### src/rtl/dit_pkg.sv
package dit_pkg;
  localparam int unsigned DATA_W      = 8;
  localparam int unsigned ADDR_W      = 8;
  localparam int unsigned NUM_TMR     = 2;
  localparam int unsigned IRQ_BIT     = DATA_W - 1;
  localparam int unsigned CLR_ALL_BIT = DATA_W - 1;
  // timer t: flag, mask and flag-clear bit at FLAG_TOP - t
  localparam int unsigned FLAG_TOP    = DATA_W - 2;

  typedef logic [DATA_W-1:0] byte_t;
endpackage

### src/rtl/dit_regfile.sv
module dit_regfile
  import dit_pkg::*;
#(
  parameter int unsigned CNT_IDX0 = 2,
  parameter int unsigned CTL_IDX  = 4
) (
  input  logic                             clk_i,
  input  logic                             rst_ni,
  input  logic                             wr_en_i,
  input  logic [ADDR_W-1:0]                wr_addr_i,
  input  logic [DATA_W-1:0]                wr_data_i,
  output logic [DATA_W-1:0]                en_o,
  output logic [NUM_TMR-1:0]               run_o,
  output logic [NUM_TMR-1:0]               mask_o,
  output logic [NUM_TMR-1:0]               restart_o,
  output logic [NUM_TMR-1:0]               stop_o,
  output logic [NUM_TMR-1:0]               clr_o,
  output logic [NUM_TMR-1:0][DATA_W-1:0]   load_o
);
  localparam logic [ADDR_W-1:0] CTL_A = ADDR_W'(CTL_IDX);

  logic [DATA_W-1:0]              en_q;
  logic [NUM_TMR-1:0][DATA_W-1:0] cnt_q;
  logic ctl_wr, clr_all, en_wr;

  assign ctl_wr  = wr_en_i && (wr_addr_i == CTL_A);
  assign clr_all = ctl_wr && wr_data_i[CLR_ALL_BIT];
  assign en_wr   = ctl_wr && !wr_data_i[CLR_ALL_BIT];

  always_ff @(posedge clk_i or negedge rst_ni) begin
    if (!rst_ni)    en_q <= '0;
    else if (en_wr) en_q <= wr_data_i;
  end

  for (genvar t = 0; t < NUM_TMR; t++) begin : g_tmr
    localparam logic [ADDR_W-1:0] CNT_A = ADDR_W'(CNT_IDX0 + t);
    localparam int unsigned       FP    = FLAG_TOP - t;
    logic cnt_wr;

    assign cnt_wr = wr_en_i && (wr_addr_i == CNT_A);

    always_ff @(posedge clk_i or negedge rst_ni) begin
      if (!rst_ni)     cnt_q[t] <= '0;
      else if (cnt_wr) cnt_q[t] <= wr_data_i;
    end

    assign run_o[t]     = en_q[t];
    assign mask_o[t]    = en_q[FP];
    // restart on run-bit rise or on count write while running
    assign restart_o[t] = (en_wr && wr_data_i[t] && !en_q[t]) || (cnt_wr && en_q[t]);
    assign stop_o[t]    = en_wr && !wr_data_i[t] && en_q[t];
    assign clr_o[t]     = clr_all || (en_wr && wr_data_i[FP]);
    assign load_o[t]    = cnt_wr ? wr_data_i : cnt_q[t];
  end

  assign en_o = en_q;
endmodule

### src/rtl/dit_counter.sv
module dit_counter #(
  parameter int unsigned CNT_W = 8
) (
  input  logic             clk_i,
  input  logic             rst_ni,
  input  logic             run_i,
  input  logic             restart_i,
  input  logic             stop_i,
  input  logic             tick_i,
  input  logic [CNT_W-1:0] load_i,
  output logic             ovf_o
);
  localparam logic [CNT_W-1:0] CNT_MAX = '1;

  logic [CNT_W-1:0] cnt_q;
  logic             adv;

  // restart and stop take priority over a tick in the same cycle
  assign adv   = run_i && tick_i && !restart_i && !stop_i;
  assign ovf_o = adv && (cnt_q == CNT_MAX);

  always_ff @(posedge clk_i or negedge rst_ni) begin
    if (!rst_ni)                cnt_q <= '0;
    else if (restart_i || ovf_o) cnt_q <= load_i;
    else if (adv)               cnt_q <= cnt_q + 1'b1;
  end
endmodule

### src/rtl/dit_flags.sv
module dit_flags
  import dit_pkg::*;
(
  input  logic               clk_i,
  input  logic               rst_ni,
  input  logic [NUM_TMR-1:0] ovf_i,
  input  logic [NUM_TMR-1:0] mask_i,
  input  logic [NUM_TMR-1:0] clr_i,
  output logic [DATA_W-1:0]  status_o,
  output logic               irq_o
);
  logic [NUM_TMR-1:0] flag_q;

  // a new overflow wins over a clear in the same cycle
  always_ff @(posedge clk_i or negedge rst_ni) begin
    if (!rst_ni) flag_q <= '0;
    else         flag_q <= (flag_q & ~clr_i) | (ovf_i & ~mask_i);
  end

  assign irq_o = |flag_q;

  always_comb begin
    status_o = '0;
    for (int t = 0; t < NUM_TMR; t++) status_o[FLAG_TOP-t] = flag_q[t];
    status_o[IRQ_BIT] = irq_o;
  end
endmodule

### src/rtl/dual_interval_timer.sv
module dual_interval_timer
  import dit_pkg::*;
#(
  parameter int unsigned CNT_IDX0 = 2,
  parameter int unsigned CTL_IDX  = 4
) (
  input  logic               clk_i,
  input  logic               rst_ni,
  input  logic               wr_en_i,
  input  logic [ADDR_W-1:0]  wr_addr_i,
  input  logic [DATA_W-1:0]  wr_data_i,
  input  logic [NUM_TMR-1:0] tick_i,
  output logic [DATA_W-1:0]  status_o,
  output logic               irq_o
);
  logic [DATA_W-1:0]              en;
  logic [NUM_TMR-1:0]             run, mask, restart, stop, clr, ovf;
  logic [NUM_TMR-1:0][DATA_W-1:0] load;

  dit_regfile #(.CNT_IDX0(CNT_IDX0), .CTL_IDX(CTL_IDX)) regs_i (
    .clk_i    (clk_i),
    .rst_ni   (rst_ni),
    .wr_en_i  (wr_en_i),
    .wr_addr_i(wr_addr_i),
    .wr_data_i(wr_data_i),
    .en_o     (en),
    .run_o    (run),
    .mask_o   (mask),
    .restart_o(restart),
    .stop_o   (stop),
    .clr_o    (clr),
    .load_o   (load)
  );

  for (genvar t = 0; t < NUM_TMR; t++) begin : g_cnt
    dit_counter #(.CNT_W(DATA_W)) cnt_i (
      .clk_i    (clk_i),
      .rst_ni   (rst_ni),
      .run_i    (run[t]),
      .restart_i(restart[t]),
      .stop_i   (stop[t]),
      .tick_i   (tick_i[t]),
      .load_i   (load[t]),
      .ovf_o    (ovf[t])
    );
  end

  dit_flags flags_i (
    .clk_i   (clk_i),
    .rst_ni  (rst_ni),
    .ovf_i   (ovf),
    .mask_i  (mask),
    .clr_i   (clr),
    .status_o(status_o),
    .irq_o   (irq_o)
  );
endmodule

### config.mk
export PLATFORM = sky130hd
export DESIGN_NAME = dual_interval_timer
export DESIGN_NICKNAME = d
export VERILOG_FILES = /design/src/rtl/dit_pkg.sv /design/src/rtl/dit_regfile.sv /design/src/rtl/dit_counter.sv /design/src/rtl/dit_flags.sv /design/src/rtl/dual_interval_timer.sv
export SDC_FILE = /design/constraint.sdc
export NUM_CORES = 1
export LEC_CHECK = 0
export ABC_CLOCK_PERIOD_IN_PS = 5850
export BUFFER_PORTS_ARGS = -buffer_cell sky130_fd_sc_hd__buf_2
export CAP_MARGIN = 10
export CORE_UTILIZATION = 50
export DETAILED_ROUTE_END_ITERATION = 6
export PLACE_DENSITY = 0.71
export SLEW_MARGIN = 10
export SYNTH_ARGS = -nofsm -noshare
export SYNTH_HDL_FRONTEND = slang
export SYNTH_SLANG_ARGS = --single-unit
export TNS_END_PERCENT = 5
### constraint.sdc
create_clock -name clk_i -period 5.85 [get_ports clk_i]
set_input_delay 0.585 -clock clk_i [delete_from_list [all_inputs] [get_ports clk_i]]
set_output_delay 0.585 -clock clk_i [all_outputs]
set_load 0.02 [all_outputs]
### Word level (Yosys, flattened, before mapping)

Cells that the tools add are included.

* register bits after elaboration: 41
* output and inout bits: 9
* word-level logic and storage cells: 67

* add/subtract/negate cells: 2
* equal/unequal tests: 5
* multiplexer cells: 6
* bitwise logic cells: 5
* reduce and logical (&&, ||, !) cells: 43

Operator list (number)
* two-way mux 8 bit: 6
* logical AND 1 bit: 25
* adder 8 x 1 -> 8 bit (second input constant): 2
* == test 8 x 2 -> 1 bit (second input constant): 2
* == test 8 bit (second input constant): 2
* zero test 1 bit: 9
* == test 8 x 3 -> 1 bit (second input constant): 1
* logical OR 1 bit: 6
* AND 2 bit: 2
* inverter 2 bit: 2
* nonzero test 2 bit: 2
* bitwise OR 2 bit: 1
* OR reduction 2 bit: 1

### Longest topological paths before layout

* word-level depth: 12
* mapped depth: 7
* depth with buffers taken out: 6

### Hierarchy

Synthesis repeated with hierarchy kept, for this count alone.

* cells, all modules: 202
* area, all modules: 2304.7 um^2

Modules (own cells, without submodules)
* dit_regfile: instances 1, cells an instance 73, area each 1057.3 um^2, seq. area each 600.6 um^2
* dit_counter (g_cnt[0].cnt_i): instances 1, cells an instance 56, area each 560.5 um^2, seq. area each 200.2 um^2
* dit_counter (g_cnt[1].cnt_i): instances 1, cells an instance 57, area each 544.3 um^2, seq. area each 200.2 um^2
* dit_flags: instances 1, cells an instance 16, area each 142.6 um^2, seq. area each 50.0 um^2

### Least setup slack after synthesis

Ideal clock, no wire load.

* kind: input to register
* from: input wr_addr_i[3]
* to: register g_cnt[1].cnt_i.cnt_q[1]
* library setup time: 0.125 ns
* arrival: 2.410 ns
* data required time: 5.725 ns
* setup slack: 3.315 ns
* stages on the path: 6
* path through: nor4b_2 and4_1 clkbuf_1 mux2_2 mux2_4 mux2_4

* elaborated cells on any way between the ends: 20
* classes of those cells: eq/ne: 2; mux: 2; reduce/logical: 16

RTL lines
* from (decl): line dual_interval_timer.sv:10 `input logic [ADDR_W-1:0] wr_addr_i,`
* == test 8 x 2 -> 1 bit: line dit_regfile.sv:40 `assign cnt_wr = wr_en_i && (wr_addr_i == CNT_A);`
* logical AND 1 bit: line dit_regfile.sv:40
* two-way mux 8 bit
* via g_cnt[1].cnt_i.load_i[1]: line dit_counter.sv:10 `input logic [CNT_W-1:0] load_i,`
* two-way mux 8 bit: line dit_counter.sv:24 `else if (restart_i || ovf_o) cnt_q <= load_i;`
* to (signal assigned): line dit_counter.sv:24
* to (signal assigned): line dit_counter.sv:25 `else if (adv) cnt_q <= cnt_q + 1'b1;`
* to (decl): line dit_counter.sv:15 `logic [CNT_W-1:0] cnt_q;`

The timed path passes the listed nets, and every way through them passes these cells.
A chain may end at the register's enable or synchronous reset.

### Worst setup path after layout

* from: input wr_addr_i[3]
* to: register g_cnt[0].cnt_i.cnt_q[3]

* elaborated cells on any way between the ends: 20
* classes of those cells: eq/ne: 2; mux: 2; reduce/logical: 16

RTL lines (line)
* == test 8 x 2 -> 1 bit: dit_regfile.sv:40
* logical AND 1 bit: dit_regfile.sv:40
* two-way mux 8 bit
* via g_cnt[0].cnt_i.load_i[3]: dit_counter.sv:10
* two-way mux 8 bit: dit_counter.sv:24
* to (signal assigned): dit_counter.sv:24
* to (signal assigned): dit_counter.sv:25
* to (decl): dit_counter.sv:15

The timed path passes the listed nets, and every way through them passes these cells.

==> run summary <==
status - complete, no violations
share of layout cells above drive strength 1 - 25.4%
antenna violations before repair - 0
initial drt markers - 136
fin nets - 262
postcts setup bufs - 0
CP required - 6.03 ns
Worst Tran Pin Value - 0.852 ns
fraction of registers with async set/reset - 100%
H-tree lvl count - 2
clock skew - 0.00969 ns
routed length per instance - 16.3 microns
RSZ-0062 raised after global routing - false
core area - 4120 sq um
Final Max Tran Viols - 0
Yosys reg bits - 38
Total GRT Usage - 22.5%
DRT Pass-1 Iters - 4
DRT Wirelength - 4720 microns
grt met1 use - 32.2%
Layout area overhead - 9.66%
Critical R2R Launch - g_cnt[0].cnt_i.cnt_q[0]$_DFFE_PN0P_
TNS Setup - 0 ns
via count - 1734
Die ar. - 4700 sq um
worst path arrival time - 2.70 ns
vias in the first global route - 1601
Max-slew headroom - 43.2%
Die Y - 68.6 microns
Final min period - 2.52 ns
crit-path most repeated cell - mux2_2
Leakage - 1.13 nW
register area share after synthesis - 42.9%
clk sink count - 38
Post-synth EDFFs - 0
Congestion Overflow GR - 0
worst skew pair latency - 0.29 ns
met2 Use GR - 32.5%
Power Dens Cells - 277 nW/um^2
busiest grt layer - met2
Critical Path, Cell by Cell - buf_2 -> nor4b_2 -> nand3_1 -> mux2_2 -> mux2_2 -> o22a_1
CTS Buffer Depth - 2
Util after Layout - 59.0%
Bufs and invs on worst path - 1
post_cts resized - 0
CP Class - input port to flop
Synth Cell Area - 2220 sq um
I/O pins - 30
most common cell after layout, fill and taps aside - dfrtp_1
fill cell count - 370
Distinct cells, synth - 58
Reg clk slew, reported paths - 0.08 ns
Hold Crit Class - input port to async pin
Via density - 5.98
CP delay by family, top - simple AND/OR/NAND/NOR gates
largest net degree at the start of global routing - 39
cts bufs inserted - 5
Post-route DRC - 0
setup violators final - 0
R2R cell count - 6
Main synth FF type - dfrtp_1
Post-CTS Hold Buffers - 0
Max Freq - 0.396 GHz
most frequent cells in the layout - 38 x dfrtp_1, 24 x buf_2, 20 x nand2_1
met3 Track Usage GR - 6.09%
synth warn - 0
VDD IR max - 0.000161 V
Fin. Hold Viols - 0
Clock Root Buffer - clkbuf_8
critical path capture point type - flop
standard-cell rows - 23
Critical Path Slowest Stage Cell - nand3_1
max incr delay on CP - 0.58 ns
ANT nets after route - 0
CTS tree - yes
initial core utilization - 53.8%
crit path launch - wr_addr_i[3]
max-cap check violation count - 0
port bufs - 24
DP HPWL - 3500 microns
Critical Path Start Type - input port
Worst path depth - 6
Worst Path Max Fanout - 14
diodes inserted - 0
Post-Syn Instances - 216
syn_area_per_cell - 10.3 sq um
period utilization - 43.1%
die extent in x - 68.6 microns
GP Congestion - 0.798
first-pass GRT wire length - 7650 microns
cell type report:
cell class / count / area (sq um) / share of cell area, %
multi-input combinational: 159 / 1160 / 47.9
tap: 50 / 62.6 / 2.57
sequential: 38 / 951 / 39.1
clock inverter: 1 / 5.00 / 0.206
inverter: 11 / 41.3 / 1.70
clock buffer: 7 / 86.3 / 3.55
timing repair buffer: 24 / 120 / 4.94
per-stage QoR:
stage | setup slack, ns | total power [mW] | instances | hold WS [ns] | cell area, sq um
floorplan | 3.31 | 0.447 | 220 | 0.289 | 2230
global placement | 3.11 | 0.488 | 282 | 0.450 | 2340
detailed placement | 3.04 | 0.491 | 282 | 0.463 | 2340
CTS | 3.34 | 0.678 | 290 | 0.423 | 2430
global route | 3.11 | 0.713 | 290 | 0.475 | 2430
finish | 3.33 | 0.672 | 290 | 0.400 | 2430
synth_stat cells, drive strengths merged (3+ instances only):
| master | instances | share of area (%) |
|---|---|---|
| dfrtp | 38 | 43 |
| nand2 | 20 | 3.4 |
| mux2 | 18 | 9.5 |
| a21oi | 12 | 3.2 |
| nor2 | 12 | 2.0 |
| inv | 11 | 1.9 |
| nand3 | 10 | 2.3 |
| o21ai | 10 | 2.3 |
| buf | 7 | 2.5 |
| o31ai | 6 | 3.1 |
| clkbuf | 5 | 0.85 |
| mux2i | 5 | 2.3 |
| nor3 | 5 | 1.1 |
| o311ai | 5 | 2.0 |
| and3 | 4 | 1.1 |
| a2bb2oi | 3 | 1.2 |
| and4 | 3 | 1.2 |
| nand2b | 3 | 0.85 |
| nand4 | 3 | 0.85 |
per-layer routing:
metal	share of wire [%]	vias up
li1	-	844
met1	51	827
met2	42	58
met3	6.0	5
met4	0.91	0
met5	0	-
power breakdown:
group | switching (mW) | internal (mW)
clock network | 0.0911 | 0.0951
registers | 0.0411 | 0.307
logic | 0.0748 | 0.0630
logic make-up after synthesis:
family,after synthesis,share of synthesized area (%)
AOI/OAI and AO/OA,55,19.6
adders and majority gates,2,1.13
buffers and inverters,23,5.25
DFF,38,42.9
muxes,23,11.7
other,1,0.169
and+or+nand+nor,74,19.2
state kept, by name (all words and copies together) (netlist names):
signal and cells:
flags_i.flag_q 2, g_cnt.cnt_i.cnt_q 16, regs_i.cnt_q 16, regs_i.en_o 4
worst register-to-register path, delay by kind of cell (launching register included):
family                   cells  cell delay, ns
AO/OA/AOI/OAI                3            1.04
AND/OR/NAND/NOR              1            0.26
flip-flops                   1            0.42
multiplexers                 1            0.36
adder cells (fa/ha/maj)      1            0.27
final timing paths:
check / to / slack [ns]
min: regs_i.cnt_q[15]$_DFF_PN0_ / 0.40
min reg2reg: flags_i.flag_q[1]$_DFF_PN0_ / 0.47
min in group clk_i: flags_i.flag_q[1]$_DFF_PN0_ / 0.47
max reg2reg: g_cnt[0].cnt_i.cnt_q[3]$_DFFE_PN0P_ / 3.39
max: g_cnt[0].cnt_i.cnt_q[3]$_DFFE_PN0P_ / 3.33
max in group asynchronous: g_cnt[1].cnt_i.cnt_q[4]$_DFFE_PN0P_ / 4.92
Power figures use the tool's default switching activity.
